### src/rtl/cic_pkg.sv
package cic_pkg;

   typedef enum logic {
      BLD_IDLE = 1'b0,
      BLD_SCAN = 1'b1
   } bld_state_e;

   // next value of a saturating counter held in the low "w" bits
   function automatic logic [31:0] sat_inc(input logic [31:0] v, input int w);
      logic [31:0] top;
      top = (32'd1 << w) - 32'd1;
      return (v >= top) ? top : v + 32'd1;
   endfunction

endpackage

### src/rtl/cic_table_store.sv
module cic_table_store #(
   parameter int STAGES = 4,
   parameter int SLOTS  = 8,
   localparam int ROW_W = (STAGES > 1) ? $clog2(STAGES) : 1
) (
   input  logic             clk,
   input  logic             rst_n,
   input  logic             wr_en,
   input  logic [ROW_W-1:0] wr_row,
   input  logic [SLOTS-1:0] wr_data,
   input  logic [ROW_W-1:0] rd_row,
   output logic [SLOTS-1:0] rd_data
);

   logic [SLOTS-1:0] rows_q [STAGES];

   for (genvar r = 0; r < STAGES; r++) begin : g_row
      always_ff @(posedge clk) begin
         if (!rst_n) begin
            rows_q[r] <= '0;
         end else if (wr_en && (wr_row == ROW_W'(r))) begin
            rows_q[r] <= wr_data;
         end
      end
   end

   always_comb begin
      rd_data = '0;
      for (int r = 0; r < STAGES; r++) begin
         if (rd_row == ROW_W'(r)) rd_data = rows_q[r];
      end
   end

endmodule

### src/rtl/cic_icv_builder.sv
module cic_icv_builder
   import cic_pkg::*;
#(
   parameter int STAGES = 4,
   parameter int SLOTS  = 8,
   localparam int ROW_W = (STAGES > 1) ? $clog2(STAGES) : 1,
   localparam int CV_W  = SLOTS - 1
) (
   input  logic             clk,
   input  logic             rst_n,
   input  logic             start,
   output logic [ROW_W-1:0] rd_row,
   input  logic [SLOTS-1:0] rd_data,
   output logic             busy,
   output logic [CV_W-1:0]  icv
);

   localparam logic [ROW_W-1:0] LAST_ROW = ROW_W'(STAGES - 1);

   bld_state_e      state_q;
   logic [ROW_W-1:0] idx_q;
   logic [CV_W-1:0] acc_q;
   logic [CV_W-1:0] icv_q;
   logic [CV_W-1:0] row_dist;

   // one distance detector per latency: any two marks b+1 slots apart
   for (genvar b = 0; b < CV_W; b++) begin : g_dist
      localparam int SPAN = SLOTS - 1 - b;
      logic [SPAN-1:0] hits;
      for (genvar i = 0; i < SPAN; i++) begin : g_pair
         assign hits[i] = rd_data[i] & rd_data[i+b+1];
      end
      assign row_dist[b] = |hits;
   end

   always_ff @(posedge clk) begin
      if (!rst_n) begin
         state_q <= BLD_IDLE;
         idx_q   <= '0;
         acc_q   <= '0;
         icv_q   <= '0;
      end else begin
         unique case (state_q)
            BLD_IDLE: begin
               if (start) begin
                  state_q <= BLD_SCAN;
                  idx_q   <= '0;
                  acc_q   <= '0;
               end
            end
            BLD_SCAN: begin
               if (idx_q == LAST_ROW) begin
                  state_q <= BLD_IDLE;
                  icv_q   <= acc_q | row_dist;
                  idx_q   <= '0;
               end else begin
                  acc_q <= acc_q | row_dist;
                  idx_q <= idx_q + ROW_W'(1);
               end
            end
            default: state_q <= BLD_IDLE;
         endcase
      end
   end

   assign rd_row = idx_q;
   assign busy   = (state_q == BLD_SCAN);
   assign icv    = icv_q;

endmodule

### src/rtl/cic_cv_state.sv
module cic_cv_state #(
   parameter int CV_W = 7
) (
   input  logic            clk,
   input  logic            rst_n,
   input  logic            clear,
   input  logic            req,
   input  logic            block,
   input  logic [CV_W-1:0] icv,
   output logic            take,
   output logic            acc_q,
   output logic            rej_q,
   output logic [CV_W-1:0] cv
);

   logic [CV_W-1:0] st_q;
   logic [CV_W-1:0] shifted;
   logic            refuse;

   assign shifted = st_q >> 1;
   assign take    = req & ~block & ~st_q[0];
   assign refuse  = req & ~block &  st_q[0];

   always_ff @(posedge clk) begin
      if (!rst_n) begin
         st_q  <= '0;
         acc_q <= 1'b0;
         rej_q <= 1'b0;
      end else begin
         acc_q <= take;
         rej_q <= refuse;
         if (clear)     st_q <= '0;
         else if (take) st_q <= shifted | icv;
         else           st_q <= shifted;
      end
   end

   assign cv = st_q;

endmodule

### src/rtl/cic_lat_counter.sv
module cic_lat_counter
   import cic_pkg::*;
#(
   parameter int LAT_W = 4
) (
   input  logic             clk,
   input  logic             rst_n,
   input  logic             take,
   output logic [LAT_W-1:0] lat
);

   // cnt_q == 0 means no accept seen yet; otherwise clocks since it
   logic [LAT_W-1:0] cnt_q;
   logic [LAT_W-1:0] lat_q;
   logic [LAT_W-1:0] cnt_next;

   assign cnt_next = LAT_W'(sat_inc(32'(cnt_q), LAT_W));

   always_ff @(posedge clk) begin
      if (!rst_n) begin
         cnt_q <= '0;
         lat_q <= '0;
      end else if (take) begin
         lat_q <= cnt_q;
         cnt_q <= LAT_W'(1);
      end else if (cnt_q != '0) begin
         cnt_q <= cnt_next;
      end
   end

   assign lat = lat_q;

endmodule

### src/rtl/coll_init_ctrl.sv
module coll_init_ctrl #(
   parameter int STAGES = 4,
   parameter int SLOTS  = 8,
   parameter int LAT_W  = 4,
   localparam int ROW_W = (STAGES > 1) ? $clog2(STAGES) : 1,
   localparam int CV_W  = SLOTS - 1
) (
   input  logic             clk,
   input  logic             rst_n,
   input  logic             cfg_we_i,
   input  logic [ROW_W-1:0] cfg_row_i,
   input  logic [SLOTS-1:0] cfg_data_i,
   input  logic             cfg_commit_i,
   input  logic             req_i,
   output logic             acc_o,
   output logic             rej_o,
   output logic             busy_o,
   output logic [CV_W-1:0]  cv_o,
   output logic [CV_W-1:0]  icv_o,
   output logic [LAT_W-1:0] lat_o
);

   if (STAGES < 1 || STAGES > 8) begin : g_bad_stages
      $error("coll_init_ctrl: STAGES must be 1..8");
   end
   if (SLOTS < 2 || SLOTS > 16) begin : g_bad_slots
      $error("coll_init_ctrl: SLOTS must be 2..16");
   end
   if (LAT_W < 1 || LAT_W > 16) begin : g_bad_lat
      $error("coll_init_ctrl: LAT_W must be 1..16");
   end

   logic             busy;
   logic             wr_ok;
   logic             start_ok;
   logic [ROW_W-1:0] rd_row;
   logic [SLOTS-1:0] rd_data;
   logic [CV_W-1:0]  icv;
   logic             take;

   assign wr_ok    = cfg_we_i & ~busy;
   assign start_ok = cfg_commit_i & ~busy;

   cic_table_store #(.STAGES(STAGES), .SLOTS(SLOTS)) u_store (
      .clk     (clk),
      .rst_n   (rst_n),
      .wr_en   (wr_ok),
      .wr_row  (cfg_row_i),
      .wr_data (cfg_data_i),
      .rd_row  (rd_row),
      .rd_data (rd_data)
   );

   cic_icv_builder #(.STAGES(STAGES), .SLOTS(SLOTS)) u_build (
      .clk     (clk),
      .rst_n   (rst_n),
      .start   (start_ok),
      .rd_row  (rd_row),
      .rd_data (rd_data),
      .busy    (busy),
      .icv     (icv)
   );

   cic_cv_state #(.CV_W(CV_W)) u_state (
      .clk   (clk),
      .rst_n (rst_n),
      .clear (start_ok),
      .req   (req_i),
      .block (busy | cfg_commit_i),
      .icv   (icv),
      .take  (take),
      .acc_q (acc_o),
      .rej_q (rej_o),
      .cv    (cv_o)
   );

   cic_lat_counter #(.LAT_W(LAT_W)) u_lat (
      .clk   (clk),
      .rst_n (rst_n),
      .take  (take),
      .lat   (lat_o)
   );

   assign busy_o = busy;
   assign icv_o  = icv;

endmodule

### config.mk
export PLATFORM = sky130hd
export DESIGN_NAME = coll_init_ctrl
export DESIGN_NICKNAME = d
export VERILOG_FILES = /design/src/rtl/cic_pkg.sv /design/src/rtl/cic_table_store.sv /design/src/rtl/cic_icv_builder.sv /design/src/rtl/cic_cv_state.sv /design/src/rtl/cic_lat_counter.sv /design/src/rtl/coll_init_ctrl.sv
export SDC_FILE = /design/constraint.sdc
export NUM_CORES = 1
export LEC_CHECK = 0
export BUFFER_PORTS_ARGS = -buffer_cell sky130_fd_sc_hd__buf_2
export CORE_UTILIZATION = 49
export CTS_BUF_LIST = sky130_fd_sc_hd__clkbuf_16
export CTS_CLUSTER_DIAMETER = 40
export CTS_CLUSTER_SIZE = 8
export DETAILED_ROUTE_END_ITERATION = 10
export MAX_ROUTING_LAYER = met4
export PLACE_DENSITY = 0.67
export RECOVER_POWER = 50
export SLEW_MARGIN = 30
export SYNTH_ARGS = -nofsm -noshare
export SYNTH_HDL_FRONTEND = slang
export SYNTH_SLANG_ARGS = --single-unit
### constraint.sdc
create_clock -name clk -period 4.5 [get_ports clk]
set_input_delay 0.45 -clock clk [delete_from_list [all_inputs] [get_ports clk]]
set_output_delay 0.45 -clock clk [all_outputs]
set_load 0.01 [all_outputs]
# Word-level counts from Yosys, hierarchy flattened
# Memories as Yosys holds them, arrays and structs flattened.
# Index checks and enable logic that the tools add are counted.
[totals]
latch_bits = 0
mem_count = 1
ff_bits = 34
elab_cells = 121
mem_bits_ro = 0
mem_bits_rw = 32
output_inout_bits = 21
[op_classes]
n_div = 0
n_reduce_logical = 19
shifts = 0
n_mux = 34
order_cmp = 1
bitwise = 45
multipliers = 0
addsub = 2
n_eq_ne = 8
[mem_list]
columns = ["name", "words", "width", "read_ports", "rd_clocked_by_memory_dff", "wr", "line", "text"]
rows = [
  ["u_store.rows_q", 4, 8, 4, 0, 4, "cic_table_store.sv:15", "logic [SLOTS-1:0] rows_q [STAGES];"],
]
[ops]
columns = ["operator", "count"]
rows = [
  ["8-bit two-way mux", 8],
  ["1-bit bitwise AND", 33],
  ["1-bit two-way mux", 17],
  ["7-bit two-way mux", 2],
  ["7-bit case mux with 2 select lines", 1],
  ["2-bit equality test, second input constant", 4],
  ["6-bit by 7-bit bitwise OR with 7-bit output", 1],
  ["7-bit bitwise OR", 1],
  ["7-bit OR reduction", 1],
  ["6-bit two-way mux", 1],
  ["2-bit OR reduction", 3],
  ["3-bit OR reduction", 2],
  ["6-bit OR reduction", 1],
  ["1-bit NOT", 5],
  ["1-bit bitwise OR", 5],
  ["5-bit OR reduction", 1],
  ["4-bit by 1-bit adder with 4-bit output, second input constant", 1],
  ["2-bit by 1-bit equality test with 1-bit output, second input constant", 2],
  ["4-bit >= comparator, second input constant", 1],
  ["1-bit logical AND", 4],
  ["2-bit logical NOT", 2],
  ["2-bit two-way mux", 2],
  ["4-bit two-way mux", 1],
  ["2-bit inequality test, second input constant", 2],
  ["other kinds (7)", 8],
]

# Logic depth before layout (Yosys ltp)
# Gate-level depths: netlist (run 1).
[logic_depth]
depth_word = 10
depth_mapped = 9
ltp_nobuf = 8

# By module
# From an unflattened synthesis (run 1), not the netlist that was laid out.
[hier_totals]
cells_unflattened = 239
area_unflattened_um2 = 2927.8
[by_module_without_submodules]
columns = ["mod", "cells_each", "seq_area_each_um2", "area_per_inst_um2", "n_inst"]
rows = [
  ["cic_table_store", 85, 960.9, 1432.6, 1],
  ["cic_icv_builder", 85, 340.3, 753.2, 1],
  ["cic_lat_counter", 40, 160.2, 387.9, 1],
  ["cic_cv_state", 26, 180.2, 330.3, 1],
  ["coll_init_ctrl", 3, 0.0, 23.8, 1],
]

# Least setup slack after synthesis (run 1)
# No wires, ideal clock.
[synth_path]
kind = "register to register"
from = "register u_build.idx_q[0] (netlist: u_build.rd_row[0])"
to = "register u_build.icv_q[4] (netlist: u_build.icv[4])"
arrival_ns = 1.714
path_stages_with_launch = 9
synth_period_minus_slack_ns = 1.844
slack_ns = 2.656
setup_ns = 0.130
path_buffers = 1
t_required_ns = 4.370
cell_sequence = "dfxtp_1 > ha_1 > buf_6 > or3b_1 > o21ai_0 > a31oi_1 > a221o_1 > a21oi_1 > a21oi_1"
[synth_between]
elab_chain_len = 8
[synth_lines]
columns = ["item", "line", "text"]
rows = [
  ["start: declaration", "cic_icv_builder.sv:21", "logic [ROW_W-1:0] idx_q;"],
  ["start signal: assignment", "cic_icv_builder.sv:58", "idx_q <= idx_q + ROW_W'(1);"],
  ["2-bit logical NOT", "cic_table_store.sv:30", "if (rd_row == ROW_W'(r)) rd_data = rows_q[r];"],
  ["8-bit two-way mux (4 in a row)", "cic_table_store.sv:30", ""],
  ["1-bit bitwise AND", "cic_icv_builder.sv:31", "assign hits[i] = rd_data[i] & rd_data[i+b+1];"],
  ["3-bit OR reduction", "cic_icv_builder.sv:33", "assign row_dist[b] = |hits;"],
  ["7-bit bitwise OR", "cic_icv_builder.sv:54", "icv_q <= acc_q | row_dist;"],
  ["end signal: assignment", "cic_icv_builder.sv:54", ""],
  ["end: declaration", "cic_icv_builder.sv:23", "logic [CV_W-1:0] icv_q;"],
]
# Parallel ways exist; a longest one is shown, timed or not.
# A chain may end at the register's enable or synchronous reset.

# Final worst setup path (run 1)
[layout_path]
from = "register u_build.idx_q[0] (netlist: u_build.rd_row[0])"
to = "register u_build.acc_q[2]"
[layout_between]
elab_chain_len = 10
[layout_lines]
columns = ["item", "line", "text"]
rows = [
  ["2-bit logical NOT", "cic_table_store.sv:30", ""],
  ["8-bit two-way mux (4 in a row)", "cic_table_store.sv:30", ""],
  ["1-bit bitwise AND", "cic_icv_builder.sv:31", ""],
  ["5-bit OR reduction", "cic_icv_builder.sv:33", ""],
  ["7-bit bitwise OR", "cic_icv_builder.sv:57", "acc_q <= acc_q | row_dist;"],
  ["7-bit two-way mux", "cic_icv_builder.sv:52", "if (idx_q == LAST_ROW) begin"],
  ["7-bit case mux with 2 select lines", "cic_icv_builder.sv:43", "unique case (state_q)"],
  ["end signal: assignment", "cic_icv_builder.sv:57", ""],
  ["end: declaration", "cic_icv_builder.sv:22", "logic [CV_W-1:0] acc_q;"],
]
# Parallel ways exist; a longest one is shown, timed or not. The select of a mux whose other input is x is not followed.

==> impl_metrics.sql, run 1 <==
INSERT INTO impl_metrics (metric_group, metric, value, unit) VALUES
('clock_network', 'root_buffer', 'sky130_fd_sc_hd__clkbuf_16', ''),
('yosys', 'mappedNetlistArea', '2940', 'um2'),
('timing', 'hold_viol', '0', ''),
('drt', 'drtAntennaViolNets', '0', ''),
('floorplan', 'num_io_pins', '36', ''),
('pwr', 'powerDensity', '436', 'nW/um2'),
('worst_setup_path', 'endpoint_kind', 'flop', ''),
('pwr', 'power_leakage', '1.26', 'nW'),
('cells_and_area', 'number_of_nets_at_the_end_of_the_flow', '339', ''),
('yosys', 'yosys.area.top_type', 'sky130_fd_sc_hd__edfxtp_1', ''),
('hold_path', 'hold_path.class', 'in2reg', ''),
('cells_and_area', 'multiInputGateArea', '1230', 'um2'),
('pwr', 'irDropWorstVdd', '0.253', 'mV'),
('yosys', 'synth-warning-count', '0', ''),
('timing', 'final.min_clock_period', '2.18', 'ns'),
('status', 'run_status', 'finished clean', ''),
('timing', 'clock.fmax', '459', 'MHz'),
('placed_design', 'rd_place_congestion', '0.855', ''),
('timing', 'final_setup_violating_endpoints', '0', ''),
('clock_network', 'clock-sinks', '66', ''),
('pwr', 'power.internal', '1.14', 'mW'),
('yosys', 'synth_seq_area_share', '0.559', ''),
('yosys', 'netlist_instances', '281', ''),
('floorplan', 'fp-row-count', '27', ''),
('timing', 'worst-slew-pin-transition', '0.733', 'ns'),
('clock_network', 'maximum_clock_path_buffer_count', '2', ''),
('global_route', 'groute.usage.overall', '0.221', ''),
('drt', 'dr.pass1.iters', '4', ''),
('cells_and_area', 'ff_latch_area', '1640', 'um2'),
('placed_design', 'placed_area', '3170', 'um2'),
('yosys', 'synth.area.top_cells', 'sky130_fd_sc_hd__edfxtp_1 33%, sky130_fd_sc_hd__dfxtp_1 23%, sky130_fd_sc_hd__and2_1 7.9%', ''),
('timing', 'timing.final.max_slew_violations', '0', ''),
('worst_setup_path', 'cp.required', '4.76', 'ns'),
('clock_network', 'post_cts_hold_fix_bufs', '0', ''),
('cells_and_area', 'antennaDiodeCount', '0', ''),
('yosys', 'synth_cell_type_count', '42', ''),
('worst_setup_path', 'setup.worst_path.class', 'reg2reg', ''),
('yosys', 'synthMostInstantiatedCell', 'sky130_fd_sc_hd__and2_1', ''),
('timing', 'hold_ws', '0.437', 'ns'),
('worst_setup_path', 'critical_path_buf_inv_count', '0', ''),
('worst_setup_path', 'worstPathArrival', '2.44', 'ns'),
('placed_design', 'port_buffers', '35', ''),
('global_route', 'grt-ovfl-total', '0', ''),
('yosys', 'synthFlopType', 'sky130_fd_sc_hd__dfxtp_1', ''),
('floorplan', 'die_height', '79.4', 'um'),
('pwr', 'power.share.combinational', '0.097', ''),
('floorplan', 'core-area', '5640', 'um2'),
('worst_setup_path', 'timing.critical_path.fanout_max', '9', ''),
('timing', 'final_total_negative_setup_slack', '0', 'ns'),
('cells_and_area', 'finish.instance_area', '3420', 'um2'),
('flow_run', 'drv.max_cap_violation_count', '0', ''),
('floorplan', 'starting_density_of_the_core', '0.521', ''),
('yosys', 'synth_commonest_cells', '37 x sky130_fd_sc_hd__and2_1, 34 x sky130_fd_sc_hd__dfxtp_1, 32 x sky130_fd_sc_hd__edfxtp_1', ''),
('yosys', 'synth_edf_count', '32', ''),
('worst_setup_path', 'delay_of_the_slowest_cell_on_the_worst_path', '0.47', 'ns'),
('pwr', 'switching_share', '0.239', ''),
('clock_network', 'cts_inserted_buffers', '9', ''),
('cells_and_area', 'flow.area_growth_from_synthesis', '16.5', '%'),
('clock_network', 'clkTransAtPathRegs', '0.05', 'ns'),
('timing', 'unrepaired_setup_endpoints_after_global_routing', 'no', ''),
('yosys', 'synth_top_area_share', '0.327', ''),
('drt', 'vias_per_cell', '5.52', ''),
('floorplan', 'die-area', '6310', 'um2'),
('global_route', 'grt_start_max_net_pins', '32', ''),
('yosys', 'syn-mean-instance-area', '10.5', 'um2'),
('worst_setup_path', 'timing.critical_path.cells', 'ha_1 -> nand2b_1 -> o22ai_1 -> a31oi_1 -> o21ai_0 -> and3_1 -> nor3b_2', ''),
('drt', 'number_of_violations_reported_at_the_end_of_detailed_routing_iteration_0', '123', ''),
('yosys', 'ys_seq_elements', '66', ''),
('drt', 'routed_wire_length_per_instance', '15.6', 'um'),
('clock_network', 'ctsResizeCount', '0', ''),
('clock_network', 'postCtsSetupRepairBufs', '0', '');
-- power by group through the flow --
stage	sequential (mW)	combinational, mW	clock, mW
floorplan	0.680	0.107	0
global placement	0.688	0.141	0
detailed placement	0.688	0.144	0
CTS	0.676	0.146	0.677
global route	0.679	0.163	0.709
finish	0.676	0.145	0.672
-- sequential cells by signal, summed over array words and instances, names as in the netlist --
| signal | count |
|---|---|
| u_build.busy | 1 |
| u_build.icv | 7 |
| u_build.rd_row | 2 |
| u_lat.cnt_q | 4 |
| u_state.rej_q | 1 |
| u_state.cv | 7 |
| u_build.acc_q | 7 |
| u_lat.lat | 4 |
| u_state.acc_q | 1 |
| u_store.rows_q | 32 |
-- layer usage --
| metal | global-route usage | vias up | part of all wire |
|---|---|---|---|
| met2 | 0.308 | 53 | 0.44 |
| met5 | - | - | 0 |
| met1 | 0.310 | 1042 | 0.50 |
| met3 | 0.0549 | 6 | 0.043 |
| li1 | - | 1079 | - |
| met4 | 0.0818 | 0 | 0.014 |
-- placed cells by master, fill, tap and decap left out, drive strengths merged, types with 2 or more instances in the layout --
| master | synthesis | routed |
|---|---|---|
| and2 | 37 | 37 |
| dfxtp | 34 | 34 |
| edfxtp | 32 | 32 |
| clkbuf | 8 | 31 |
| nor2 | 22 | 22 |
| a21oi | 21 | 21 |
| nand2 | 20 | 20 |
| o21ai | 19 | 19 |
| buf | 3 | 15 |
| nand3b | 8 | 8 |
| nor2b | 8 | 8 |
| a31oi | 8 | 8 |
| inv | 6 | 7 |
| nand2b | 6 | 6 |
| o22ai | 6 | 6 |
| ha | 6 | 6 |
| nor3b | 5 | 5 |
| clkinv | 0 | 5 |
| mux2i | 4 | 4 |
| nor3 | 4 | 4 |
| o31ai | 2 | 2 |
| and3 | 2 | 2 |
| nand4 | 2 | 2 |
| o21ba | 2 | 2 |
| a31o | 2 | 2 |
-- path summary, 6_finish.rpt --
path | startpoint | to | slack (ns) | cells after the start
worst max-delay path | u_build.rd_row[0]$_SDFFE_PN0P_ | u_build.acc_q[2]$_SDFFE_PN0P_ | 2.32 | 7
worst min-delay path | cfg_data_i[7] | u_store.rows_q[1][7]$_SDFFCE_PN0P_ | 0.44 | 2
worst max register to register | u_build.rd_row[0]$_SDFFE_PN0P_ | u_build.acc_q[2]$_SDFFE_PN0P_ | 2.32 | 7
worst min register to register | u_state.cv[3]$_SDFF_PP0_ | u_state.cv[2]$_SDFF_PP0_ | 0.46 | 2
-- logic make-up (layout without fill, tap and decap cells) --
family                   count (synthesis)  in the layout  synth area share
multiplexers                             4              4            0.0136
AND/OR/NAND/NOR                        117            117             0.223
adder cells (fa/ha/maj)                  6              6            0.0255
buffers and inverters                   17             59            0.0251
flip-flops                              66             66             0.559
XOR/XNOR                                 1              1           0.00298
AO/OA/AOI/OAI                           70             70             0.152
-- stage by stage --
stage | instances | utilization | setup slack (ns) | power, mW
6_report | 395 | 0.607 | 2.32 | 1.49
5_1_grt | 395 | 0.607 | 2.09 | 1.55
4_1_cts | 395 | 0.612 | 2.35 | 1.50
3_5_place_dp | 379 | 0.562 | 2.38 | 0.832
3_3_place_gp | 379 | 0.562 | 2.40 | 0.829
2_1_floorplan | 281 | - | 2.66 | 0.788
-- area by class of cell --
cell class	instances	area share
Clock buffer	9	0.0658
Clock inverter	7	0.0179
Inverter	6	0.00658
Multi-Input combinational cell	198	0.358
Sequential cell	66	0.479
Tap cell	72	0.0263
Timing Repair Buffer	37	0.0460
Power figures use the tool's default switching activity.
==> inputs of run 2 (changes only) <==
--- a/config.mk
+++ b/config.mk
@@ -5,6 +5,7 @@
 export SDC_FILE = /design/constraint.sdc
 export NUM_CORES = 1
 export LEC_CHECK = 0
+export ABC_AREA = 1
 export BUFFER_PORTS_ARGS = -buffer_cell sky130_fd_sc_hd__buf_2
 export CORE_UTILIZATION = 49
 export CTS_BUF_LIST = sky130_fd_sc_hd__clkbuf_16
@@ -12,7 +13,7 @@
 export CTS_CLUSTER_SIZE = 8
 export DETAILED_ROUTE_END_ITERATION = 10
 export MAX_ROUTING_LAYER = met4
-export PLACE_DENSITY = 0.67
+export PLACE_DENSITY = 0.7
 export RECOVER_POWER = 50
 export SLEW_MARGIN = 30
 export SYNTH_ARGS = -nofsm -noshare
==> constraint.sdc (replaced) <==
create_clock -name clk -period 1.85 [get_ports clk]
set_input_delay 0.185 -clock clk [delete_from_list [all_inputs] [get_ports clk]]
set_output_delay 0.185 -clock clk [all_outputs]
set_load 0.01 [all_outputs]
==> run 2 against run 1 <==
Net effect: non-clock buffer count is 1 higher; critical endpoint is now u_build.acc_q[0]$_SDFFE_PN0P_; highest routed layer unchanged; clock power grew to 2.6 times the previous value; final cell count is 23% higher; first-iteration DRC count is 54% higher; final area is 6.3% higher; synthesized area is 4.8% higher; die area is 4.7% higher; count of clock-buffer cells in the layout is 1 higher; via count is 14% higher; total power grew to 2.7 times the previous value.
==> impl_metrics.sql, run 2 <==
INSERT INTO impl_metrics (metric_group, metric, value, unit) VALUES
('yosys', 'synth_compound_gate_area_share', '0.0991', ''),
('worst_setup_path', 'setup.worst_path.class', 'reg2reg', ''),
('cells_and_area', 'regMostFlops', 'u_store.rows_q', ''),
('clock_network', 'h-tree-depth', '3', ''),
('clock_network', 'root_buffer', 'sky130_fd_sc_hd__clkbuf_16', ''),
('timing', 'unrepaired_setup_endpoints_after_global_routing', 'yes', ''),
('clock_network', 'clkLatencyLatePin', '0.33', 'ns'),
('global_route', 'number_of_global_route_vias_before_repair', '2267', ''),
('yosys', 'synth_top_area_share', '0.312', ''),
('yosys', 'dominant_combinational_cell_family_by_area_after_synthesis', 'simple AND/OR/NAND/NOR gates', ''),
('worst_setup_path', 'delay_of_the_slowest_cell_on_the_worst_path', '0.36', 'ns'),
('timing', 'hold_viol', '0', ''),
('worst_setup_path', 'timing.critical_path.fanout_max', '8', ''),
('pwr', 'power_leakage', '1.54', 'nW'),
('worst_setup_path', 'endpoint_kind', 'flop', ''),
('flow_run', 'drv.max_cap_violation_count', '0', ''),
('timing', 'finalClockSkew', '0.00838', 'ns'),
('hold_path', 'min_from', 'cfg_commit_i', ''),
('yosys', 'synth_cell_type_count', '32', ''),
('floorplan', 'starting_density_of_the_core', '0.514', ''),
('timing', 'worst-slew-pin-transition', '0.543', 'ns'),
('timing', 'max-slew-margin-rel', '0.638', ''),
('cells_and_area', 'final_cell_mix', '81 x sky130_fd_sc_hd__nand2_1, 61 x sky130_fd_sc_hd__nor2_1, 40 x sky130_fd_sc_hd__inv_1, 32 x sky130_fd_sc_hd__dfxtp_1, 32 x sky130_fd_sc_hd__edfxtp_1', ''),
('clock_network', 'maximum_clock_path_buffer_count', '2', ''),
('yosys', 'synth.area.mux_share', '0', ''),
('timing', 'timing.final.max_slew_violations', '0', ''),
('pwr', 'powerDensity', '1090', 'nW/um2'),
('cells_and_area', 'flow.area_growth_from_synthesis', '18.2', '%'),
('cells_and_area', 'fillerInstances', '516', ''),
('drt', 'drt-total-wl', '6810', 'um'),
('yosys', 'ys_seq_elements', '66', ''),
('drt', 'wl_met1', '3270', 'um'),
('drt', 'vias', '2490', ''),
('placed_design', 'placed_area', '3320', 'um2'),
('worst_setup_path', 'critical_path.slowest_cell', 'sky130_fd_sc_hd__dfxtp_4', ''),
('clock_network', 'postCtsSetupRepairBufs', '0', ''),
('drt', 'drtAntennaViolNets', '0', ''),
('floorplan', 'floorplan.die.width', '81.3', 'um'),
('pwr', 'finalPower', '3.97', 'mW'),
('yosys', 'netlist_instances', '363', ''),
('timing', 'fin_crit_sh', '0.936', ''),
('yosys', 'synth-warning-count', '0', ''),
('drt', 'post-route-drc-count', '0', ''),
('clock_network', 'clock-sinks', '66', ''),
('clock_network', 'cts_inserted_buffers', '9', ''),
('global_route', 'groute.usage.overall', '0.236', ''),
('worst_setup_path', 'critical_path.reg2reg.startpoint', 'u_build.rd_row[0]$_SDFFE_PN0P_', ''),
('cells_and_area', 'antennaDiodeCount', '0', ''),
('placed_design', 'placed_cells_incl_taps', '468', ''),
('drt', 'met2_routed_wl', '3080', 'um'),
('drt', 'vias_per_cell', '5.14', ''),
('yosys', 'synth_edf_count', '32', ''),
('clock_network', 'tritoncts', 'built', ''),
('drt', 'dr.pass1.iters', '5', ''),
('global_route', 'grt_pass1_wl', '11100', 'um'),
('placed_design', 'port_buffers', '35', ''),
('yosys', 'synth.area.top_cells', 'sky130_fd_sc_hd__edfxtp_1 31%, sky130_fd_sc_hd__dfxtp_1 22%, sky130_fd_sc_hd__nand2_1 9.9%', ''),
('yosys', 'synth_seq_area_share', '0.533', ''),
('yosys', 'synthXorXnorAreaFrac', '0', ''),
('pwr', 'irDropWorstVdd', '0.687', 'mV'),
('status', 'run_status', 'finished clean', ''),
('yosys', 'yosys.area_share.simple', '0.265', ''),
('global_route', 'grt_antenna_before_repair', '0', ''),
('worst_setup_path', 'timing.critical_path.cells', 'inv_1 -> ha_2 -> nand2_1 -> nand2_2 -> nand3_2 -> a21oi_4 -> nand2_1 -> nand2_1 -> nor2_2 -> nand3_2 -> nand2_1 -> a21oi_2', ''),
('floorplan', 'die_height', '81.3', 'um'),
('cells_and_area', 'final_standard_cell_count_with_taps_included_and_fillers_excluded', '484', ''),
('floorplan', 'num_io_pins', '36', ''),
('worst_setup_path', 'critical_path.startpoint_type', 'flop', ''),
('yosys', 'share_of_synthesized_flip_flops_with_an_asynchronous_set_or_reset', '0', ''),
('yosys', 'yosys.area.top_type', 'sky130_fd_sc_hd__edfxtp_1', ''),
('yosys', 'synthMostInstantiatedCell', 'sky130_fd_sc_hd__nand2_1', ''),
('global_route', 'grt_start_max_net_pins', '14', ''),
('floorplan', 'core-area', '5990', 'um2'),
('clock_network', 'clkTransAtPathRegs', '0.06', 'ns'),
('yosys', 'synth_commonest_cells', '81 x sky130_fd_sc_hd__nand2_1, 61 x sky130_fd_sc_hd__nor2_1, 40 x sky130_fd_sc_hd__inv_1', ''),
('cells_and_area', 'number_of_nets_at_the_end_of_the_flow', '425', ''),
('cells_and_area', 'finish.instance_area', '3640', 'um2'),
('placed_design', 'rd_place_congestion', '0.956', ''),
('yosys', 'synthFlopType', 'sky130_fd_sc_hd__dfxtp_1', ''),
('timing', 'final_setup_violating_endpoints', '0', ''),
('placed_design', 'dp.final_hpwl', '4900', 'um'),
('drt', 'routed_wire_length_per_instance', '14.1', 'um'),
('placed_design', 'worst_case_setup_slack_after_placement', '-0.0115', 'ns'),
('cells_and_area', 'post_route_cells_drive_above_1_share', '0.171', ''),
('worst_setup_path', 'timing.critical_path.mode_cell', 'sky130_fd_sc_hd__nand2_1', ''),
('worst_setup_path', 'worstPathArrival', '1.99', 'ns'),
('cells_and_area', 'mostFrequentLayoutCell', 'sky130_fd_sc_hd__nand2_1', ''),
('floorplan', 'die-area', '6610', 'um2'),
('timing', 'hold_ws', '0.148', 'ns'),
('yosys', 'mappedNetlistArea', '3080', 'um2'),
('hold_path', 'hold_path.class', 'in2reg', ''),
('global_route', 'grt-ovfl-total', '0', ''),
('worst_setup_path', 'worstSetupStartpoint', 'u_build.rd_row[0]$_SDFFE_PN0P_', ''),
('worst_setup_path', 'cp.required', '2.11', 'ns'),
('yosys', 'yosys.area_share.adder', '0.0244', ''),
('cells_and_area', 'max_reg_flops', '32', ''),
('timing', 'fin_ws', '0.119', 'ns'),
('floorplan', 'fp-row-count', '28', ''),
('yosys', 'mappedNetlistNets', '384', ''),
('drt', 'met3WireLength', '405', 'um'),
('yosys', 'syn-mean-instance-area', '8.49', 'um2'),
('drt', 'top_signal_layer_used', 'met4', ''),
('drt', 'number_of_violations_reported_at_the_end_of_detailed_routing_iteration_0', '189', ''),
('timing', 'final.min_clock_period', '1.73', 'ns'),
('timing', 'clock.fmax', '578', 'MHz');
-- run 2: final timing paths --
kind	to	slack (ns)	cells past startpoint
min reg2reg	u_state.cv[3]$_SDFF_PP0_	0.45	2
max	u_build.acc_q[0]$_SDFFE_PN0P_	0.12	12
min	u_build.rd_row[1]$_SDFFE_PN0P_	0.15	4
max reg2reg	u_build.acc_q[0]$_SDFFE_PN0P_	0.12	12
-- run 2: final cells by class --
cell class | instances | area (um2) | share of cell area
clock buffer | 10 | 250 | 0.0688
clock inverter | 6 | 60.1 | 0.0165
inverter | 45 | 179 | 0.0492
multi-input combinational | 244 | 1230 | 0.337
sequential | 66 | 1650 | 0.453
tap | 75 | 93.8 | 0.0258
timing repair buffer | 38 | 181 | 0.0498
-- run 2: kinds of logic after synthesis --
logic type,Yosys count
buffers and inverters,53
AO/OA/AOI/OAI,51
adder cells (fa/ha/maj),6
AND/OR/NAND/NOR,187
flip-flops,66
-- run 2: layer usage --
layer  global-route usage  vias up
li1                     -     1257
met1                0.335     1154
met2                0.334       72
met3               0.0506        7
met4               0.0696        0
met5                    -        -
-- run 2: report_power, final --
| part | internal (mW) | switching, mW |
|---|---|---|
| logic | 0.182 | 0.359 |
| registers | 1.62 | 0.0549 |
| clock network | 1.12 | 0.631 |
| total | 2.92 | 1.05 |
-- run 2: stage by stage --
stage	setup TNS, ns	util
after global placement	0	0.554
after CTS	0	0.607
after floorplan	0	-
after global routing	-0.0137	0.608
after detailed placement	-0.0182	0.554
final	0	0.608
-- run 2: worst max-delay path: cells and delay by family, from the launching register on --
family	cells	cell delay, ns
simple gates	8	0.57
fa+ha+maj	1	0.29
buf+inv	1	0.12
compound gates	2	0.33
flops	1	0.36
-- run 2: what timing repair did --
action,in CTS,in global routing
gates resized for setup,1,9
hold endpoints to repair,0,0
endpoints found under the setup margin,2,13
hold buffers,0,0
